<file path="src/rtl/pwm_tmr_pkg.sv">
package pwm_tmr_pkg;

    localparam int DATA_W = 16;
    localparam int SLOT_W = 4;
    localparam int NSLOT  = 10;

    // register slot index = (offset inside the channel window) / 4
    typedef enum logic [SLOT_W-1:0] {
        SL_CTRL = 4'd0,
        SL_MODE = 4'd1,
        SL_PCTL = 4'd2,
        SL_IEN  = 4'd3,
        SL_STAT = 4'd4,
        SL_CNT  = 4'd5,
        SL_CMPA = 4'd6,
        SL_CMPB = 4'd7,
        SL_CMPC = 4'd8,
        SL_CMPD = 4'd9
    } slot_e;

    typedef enum logic [1:0] {
        ACT_NONE   = 2'd0,
        ACT_LOW    = 2'd1,
        ACT_HIGH   = 2'd2,
        ACT_TOGGLE = 2'd3
    } pin_act_e;

    typedef enum logic [1:0] {
        PH_RISE     = 2'd0,
        PH_FALL     = 2'd1,
        PH_BOTH     = 2'd2,
        PH_BOTH_ALT = 2'd3
    } tick_phase_e;

    typedef struct packed {
        logic [2:0]  clr_sel;
        tick_phase_e phase;
        logic [1:0]  div_sel;
        logic        pwm_mode;
        logic        init_lvl;
        pin_act_e    act;
    } ch_cfg_t;

    typedef struct packed {
        logic a;
        logic b;
        logic c;
        logic d;
    } cmp_hit_t;

    function automatic logic clear_hit(input logic [2:0] sel, input cmp_hit_t h);
        case (sel)
            3'd1:    return h.a;
            3'd2:    return h.b;
            3'd5:    return h.c;
            3'd6:    return h.d;
            default: return 1'b0;
        endcase
    endfunction

    function automatic logic pin_next(input ch_cfg_t c, input logic cur, input cmp_hit_t h);
        if (c.act == ACT_NONE)      return c.init_lvl;
        if (c.pwm_mode && h.b)      return c.init_lvl;
        if (!h.a)                   return cur;
        case (c.act)
            ACT_LOW:  return 1'b0;
            ACT_HIGH: return 1'b1;
            default:  return ~cur;
        endcase
    endfunction

endpackage

</file>
<file path="src/rtl/pwm_tmr_prescale.sv">
module pwm_tmr_prescale #(
    parameter int NDIV = 4,
    parameter int STEP = 2
) (
    input  logic            clk,
    input  logic            rst,
    output logic [NDIV-1:0] rise_tick,
    output logic [NDIV-1:0] fall_tick
);
    localparam int PRE_W = STEP * (NDIV - 1);

    logic [PRE_W-1:0] pre_q;

    always_ff @(posedge clk) begin
        if (rst) pre_q <= '0;
        else     pre_q <= pre_q + PRE_W'(1);
    end

    generate
        for (genvar d = 0; d < NDIV; d++) begin : g_div
            if (d == 0) begin : g_pass
                assign rise_tick[d] = 1'b1;
                assign fall_tick[d] = 1'b1;
            end else begin : g_cmp
                localparam int LW = STEP * d;
                logic [LW-1:0] ph;
                assign ph           = pre_q[LW-1:0];
                assign rise_tick[d] = (ph == '0);
                assign fall_tick[d] = (ph == LW'(1 << (LW - 1)));
            end
        end
    endgenerate
endmodule

</file>
<file path="src/rtl/pwm_tmr_channel.sv">
module pwm_tmr_channel
    import pwm_tmr_pkg::*;
#(
    parameter int NDIV = 4
) (
    input  logic              clk,
    input  logic              rst,
    input  logic              run,
    input  logic              wr_en,
    input  logic [SLOT_W-1:0] slot,
    input  logic [DATA_W-1:0] wdata,
    input  logic [NDIV-1:0]   rise_tick,
    input  logic [NDIV-1:0]   fall_tick,
    output logic [DATA_W-1:0] reg_rd,
    output logic [DATA_W-1:0] cnt_o,
    output logic              pin_o
);
    logic [DATA_W-1:0] regs_q [NSLOT];
    logic [DATA_W-1:0] cnt_q;
    logic              pin_q;
    ch_cfg_t           cfg;
    cmp_hit_t          hit;
    logic              tick;
    logic              step;

    always_comb begin
        cfg.clr_sel  = regs_q[SL_CTRL][7:5];
        cfg.phase    = tick_phase_e'(regs_q[SL_CTRL][4:3]);
        cfg.div_sel  = regs_q[SL_CTRL][1:0];
        cfg.pwm_mode = (regs_q[SL_MODE][2:0] == 3'd2);
        cfg.init_lvl = regs_q[SL_PCTL][2];
        cfg.act      = pin_act_e'(regs_q[SL_PCTL][1:0]);
    end

    always_comb begin
        case (cfg.phase)
            PH_RISE: tick = rise_tick[cfg.div_sel];
            PH_FALL: tick = fall_tick[cfg.div_sel];
            default: tick = rise_tick[cfg.div_sel] | fall_tick[cfg.div_sel];
        endcase
        hit.a = (cnt_q == regs_q[SL_CMPA]);
        hit.b = (cnt_q == regs_q[SL_CMPB]);
        hit.c = (cnt_q == regs_q[SL_CMPC]);
        hit.d = (cnt_q == regs_q[SL_CMPD]);
        step  = run && tick;
    end

    always_ff @(posedge clk) begin
        if (rst) begin
            for (int i = 0; i < NSLOT; i++) regs_q[i] <= '0;
            cnt_q <= '0;
            pin_q <= 1'b0;
        end else begin
            if (step) begin
                cnt_q <= clear_hit(cfg.clr_sel, hit) ? '0 : cnt_q + DATA_W'(1);
                pin_q <= pin_next(cfg, pin_q, hit);
            end
            if (wr_en) begin
                if (slot == SL_CNT) begin
                    if (!run) cnt_q <= wdata;
                end else if (slot < SLOT_W'(NSLOT)) begin
                    regs_q[slot] <= wdata;
                end
                if (slot == SL_PCTL) pin_q <= wdata[2];
            end
        end
    end

    assign reg_rd = (slot < SLOT_W'(NSLOT)) ? regs_q[slot] : '0;
    assign cnt_o  = cnt_q;
    assign pin_o  = pin_q;
endmodule

</file>
<file path="src/rtl/pwm_tmr_top.sv">
module pwm_tmr_top
    import pwm_tmr_pkg::*;
#(
    parameter int NCH      = 4,
    parameter int ADDR_W   = 10,
    parameter int NDIV     = 4,
    parameter int DIV_STEP = 2
) (
    input  logic              clk,
    input  logic              rst,
    input  logic              bus_wr,
    input  logic [ADDR_W-1:0] bus_addr,
    input  logic [DATA_W-1:0] bus_wdata,
    output logic [DATA_W-1:0] bus_rdata,
    output logic [NCH-1:0]    pwm_out
);
    localparam int CH_BASE = 16;
    localparam int SPAN_W  = 6;
    localparam int SEL_W   = ADDR_W - SPAN_W;

    logic [NCH-1:0]             run_q;
    logic [ADDR_W-1:0]          rel_addr;
    logic [SEL_W-1:0]           ch_sel;
    logic [SLOT_W-1:0]          slot;
    logic                       in_ch;
    logic                       reg_ok;
    logic [NCH-1:0]             hit_ch;
    logic [NCH-1:0][DATA_W-1:0] ch_rd;
    logic [NCH-1:0][DATA_W-1:0] ch_cnt;
    logic [NDIV-1:0]            rise_tick;
    logic [NDIV-1:0]            fall_tick;

    assign rel_addr = bus_addr - ADDR_W'(CH_BASE);
    assign in_ch    = (bus_addr >= ADDR_W'(CH_BASE));
    assign ch_sel   = rel_addr[ADDR_W-1:SPAN_W];
    assign slot     = rel_addr[SPAN_W-1:2];
    assign reg_ok   = (rel_addr[1:0] == 2'b00) && (slot < SLOT_W'(NSLOT));

    always_ff @(posedge clk) begin
        if (rst)                           run_q <= '0;
        else if (bus_wr && bus_addr == '0) run_q <= bus_wdata[NCH-1:0];
    end

    pwm_tmr_prescale #(.NDIV(NDIV), .STEP(DIV_STEP)) u_prescale (
        .clk       (clk),
        .rst       (rst),
        .rise_tick (rise_tick),
        .fall_tick (fall_tick)
    );

    generate
        for (genvar i = 0; i < NCH; i++) begin : g_ch
            assign hit_ch[i] = in_ch && reg_ok && (ch_sel == SEL_W'(i));
            pwm_tmr_channel #(.NDIV(NDIV)) u_ch (
                .clk       (clk),
                .rst       (rst),
                .run       (run_q[i]),
                .wr_en     (bus_wr && hit_ch[i]),
                .slot      (slot),
                .wdata     (bus_wdata),
                .rise_tick (rise_tick),
                .fall_tick (fall_tick),
                .reg_rd    (ch_rd[i]),
                .cnt_o     (ch_cnt[i]),
                .pin_o     (pwm_out[i])
            );
        end
    endgenerate

    always_comb begin
        bus_rdata = '0;
        if (bus_addr == '0) bus_rdata = DATA_W'(run_q);
        for (int i = 0; i < NCH; i++) begin
            if (hit_ch[i]) bus_rdata = (slot == SL_CNT) ? ch_cnt[i] : ch_rd[i];
        end
    end
endmodule

</file>
<file path="config.mk">
export PLATFORM = sky130hd
export DESIGN_NAME = pwm_tmr_top
export DESIGN_NICKNAME = d
export VERILOG_FILES = /design/src/rtl/pwm_tmr_pkg.sv /design/src/rtl/pwm_tmr_prescale.sv /design/src/rtl/pwm_tmr_channel.sv /design/src/rtl/pwm_tmr_top.sv
export SDC_FILE = /design/constraint.sdc
export NUM_CORES = 2
export LEC_CHECK = 0
export ABC_CLOCK_PERIOD_IN_PS = 6050
export BUFFER_PORTS_ARGS = -buffer_cell sky130_fd_sc_hd__buf_2
export CAP_MARGIN = 20
export CORE_ASPECT_RATIO = 0.6
export CORE_MARGIN = 2
export CORE_UTILIZATION = 55
export CTS_BUF_LIST = sky130_fd_sc_hd__clkbuf_8
export CTS_CLUSTER_SIZE = 24
export DETAILED_ROUTE_END_ITERATION = 7
export GPL_TIMING_DRIVEN = 0
export PLACE_DENSITY = 0.67
export SETUP_SLACK_MARGIN = 0.4
export SLEW_MARGIN = 5
export SYNTH_ARGS = -nofsm -noshare
export SYNTH_HDL_FRONTEND = slang
export SYNTH_SLANG_ARGS = --single-unit
</file>
<file path="constraint.sdc">
create_clock -name clk -period 6.05 [get_ports clk]
set_input_delay 0.9075 -clock clk [delete_from_list [all_inputs] [get_ports clk]]
set_output_delay 0.9075 -clock clk [all_outputs]
set_load 0.05 [all_outputs]
</file>
==> impl_metrics.env <==
export IMPL_worstMarginPinSlew_ns=1.378
export IMPL_cp_start_kind="primary input"
export IMPL_final_max_slew_violation_count=0
export IMPL_syn_num_nets=3664
export IMPL_clock_sinks=1102
export IMPL_final_cell_area_um2=59370
export IMPL_ctsHoldBuffers=0
export IMPL_synth_seq_cells=1102
export IMPL_cts_buffer_depth=3
export IMPL_cts_inserted_buffers=163
export IMPL_row_count=87
export IMPL_grt_max_degree=17
export IMPL_synth_ff_type="edfxtp_1"
export IMPL_postCtsSetupRepairBufs=0
export IMPL_globalplace_congestion=1.099
export IMPL_dpl_cell_area_um2=56000
export IMPL_yosys_top_cells_area="edfxtp_1, mux4_2, and2_1"
export IMPL_ios=49
export IMPL_die_h_um=244.0
export IMPL_via_per_inst=7.060
export IMPL_ant_nets=0
export IMPL_fillerInstances=7130
export IMPL_syn_inst=3615
export IMPL_drc=0
export IMPL_p_comb_share_pct=9.9
export IMPL_portBuffers=40
export IMPL_grt_pass1_vias=34430
export IMPL_post_route_period_util_pct=96.22
export IMPL_path_max_fanout=10
export IMPL_avgRoutedWirePerCell_um=39.58
export IMPL_yosysMostFrequentCell="edfxtp_1"
export IMPL_p_sw_mw=4.359
export IMPL_required_ns=5.14
export IMPL_cts_tree="yes"
export IMPL_crit_path_end_kind="output pin"
export IMPL_fmax_ghz=0.1718
export IMPL_dp_cells=4975
export IMPL_hold_class="reg2reg"
export IMPL_vias=37360
export IMPL_clock_skew_final_ns=0.03706
export IMPL_clock_latency_ns=0.90
export IMPL_cts_max_level=4
export IMPL_internal_power_mw=11.84
export IMPL_synth_warning_count=0
export IMPL_ir_drop_uv=207.3
export IMPL_root_buffer="clkbuf_8"
export IMPL_ys_top_cells_by_count="edfxtp_1, and2_1, mux4_2"
export IMPL_share_seq_of_total_power_pct=53.4
export IMPL_dieArea_um2=98590
export IMPL_yosysTopAreaCell="edfxtp_1"
export IMPL_dr_pass1_iters=8
export IMPL_status="finished, final reports clean"
export IMPL_netlist_area_um2=52810
export IMPL_synth_cell_types=94
export IMPL_seq_area_frac_synth_pct=61.19
export IMPL_grt_pass1_wl_mm=283.2
export IMPL_fin_util_pct=62.83
export IMPL_wl_mm=209.5
export IMPL_fin_nets=3947
export IMPL_async_flop_share_pct=0
export IMPL_netlist_area_leader_share_pct=58.23
export IMPL_leakage_nw=19.27
export IMPL_drive_gt1_share_pct=22.43
export IMPL_die_w_um=404.0
export IMPL_dp_hpwl_mm=154.4
export IMPL_clk_transition_reported_paths_ns=0.06
export IMPL_syn_area_per_cell_um2=14.61
export IMPL_slew_headroom_pct=7.271
export IMPL_final_setup_viol_count=0
export IMPL_power_frac_clock_pct=36.6
export IMPL_synth_edff_count=1024
export IMPL_p_per_area_nw_per_um2=272.8
export IMPL_worstSetupPathType="in2out"
export IMPL_swShare_pct=26.91
export IMPL_antenna_found_initial=24
export IMPL_maxCapViolations=0
export IMPL_final_cells=5292
export IMPL_period_needed_ns=5.821
export IMPL_rsz0062_at_grt="true"
export IMPL_drt_iter0_markers=7723
export IMPL_area_growth_pct=12.43
export IMPL_initial_core_util_pct=55.89
export IMPL_crit_arrival_ns=4.91
export IMPL_grt_ovfl_total=0
export IMPL_core_um2=94490
export IMPL_grtUsageTotal_pct=42.69
export IMPL_hold_violations=0
## cell families after synthesis
group | synth area share (%)
flip-flops | 61.19
multiplexers | 14.28
buffers and inverters | 3.540
XOR/XNOR | 4.030
AO/OA/AOI/OAI | 4.623
AND/OR/NAND/NOR | 11.87
adder cells (fa/ha/maj) | 0.4739
## layout by cell type (no fill, tap or decap), drive strengths merged, types with 50 or more instances in the layout
cell type and n:
inv 169, nand4 50, nand2 160, clkbuf 366, a221oi 58, xnor2 152, and2 447, buf 227
o21ai 55, mux4 320, nor2 259, edfxtp 1024, clkinv 68, dfxtp 78, xor2 91
## registers in the layout, summed over array words and instances, names as in the netlist
| name | cells |
|---|---|
| u_prescale.g_div.g_cmp.ph | 6 |
| g_ch.u_ch.pin_o | 4 |
| run_q | 4 |
| g_ch.u_ch.regs_q | 1024 |
| g_ch.u_ch.cnt_o | 64 |
## per-stage QoR
step | hold slack, ns | total power, mW | setup slack [ns] | setup TNS, ns
2_1_floorplan | 0.4297 | 9.505 | 0.8397 | 0
3_3_place_gp | 0.5031 | 10.20 | -2.683 | -1176.64
3_5_place_dp | 0.5082 | 10.27 | -1.554 | -37.83
4_1_cts | 0.4839 | 16.02 | 0.3648 | 0
5_1_grt | 0.5251 | 16.44 | 0.3775 | 0
6_report | 0.5328 | 16.20 | 0.2290 | 0
## critical path, cell delays in order
cell and delay [ns]:
buf_2 0.11, buf_4 0.30, buf_6 0.36, inv_1 0.19, ha_1 0.32, clkbuf_4 0.28
clkbuf_4 0.38, clkbuf_4 0.35, mux4_2 0.44, a221oi_2 0.61, o32ai_1 0.31, buf_2 0.29
## power groups by stage
stage / logic, mW / registers, mW / clock network (mW)
finish: 1.61 / 8.65 / 5.93
floorplan: 0.776 / 8.73 / 0
global placement: 1.39 / 8.81 / 0
detailed placement: 1.47 / 8.80 / 0
global route: 1.59 / 8.66 / 6.19
CTS: 1.49 / 8.64 / 5.88
## final timing paths
check,start,to,slack (ns),depth (start not counted)
worst max-delay path,bus_addr[4],bus_rdata[8],0.23,12
worst min-delay path,u_prescale.g_div[3].g_cmp.ph[0]$_SDFF_PP0_,u_prescale.g_div[3].g_cmp.ph[0]$_SDFF_PP0_,0.53,1
worst max register to register,g_ch[2].u_ch.cnt_o[5]$_SDFF_PP0_,g_ch[2].u_ch.cnt_o[7]$_SDFF_PP0_,2.07,9
worst min register to register,u_prescale.g_div[3].g_cmp.ph[0]$_SDFF_PP0_,u_prescale.g_div[3].g_cmp.ph[0]$_SDFF_PP0_,0.53,1
## layout make-up
| type | count | area, um^2 | share of cell area (%) |
|---|---|---|---|
| Clock buffer | 168 | 2312 | 3.895 |
| Buffer | 308 | 1485 | 2.502 |
| Timing Repair Buffer | 118 | 1479 | 2.491 |
| Inverter | 118 | 442.9 | 0.7461 |
| Tap cell | 1246 | 1559 | 2.626 |
| Antenna cell | 12 | 30.03 | 0.05058 |
| Clock inverter | 133 | 716.9 | 1.208 |
| Sequential cell | 1102 | 32310 | 54.43 |
| Multi-Input combinational cell | 2087 | 19030 | 32.06 |
## layer usage
layer  share of wire [%]  up-vias  track usage (%)  wire [um]
met4                 5.1       20            18.31      10690
li1                    -    14310                -          -
met5                0.12        -           0.9259        252
met3                  19      625            23.75      40310
met1                  38    18810            60.41      79330
met2                  38     3597            53.26      78900
## what timing repair did
action,CTS,global route
setup endpoints to repair,16,11
gates resized for setup,47,18
pin swaps,0,0
(Power assumes the default switching activity.)
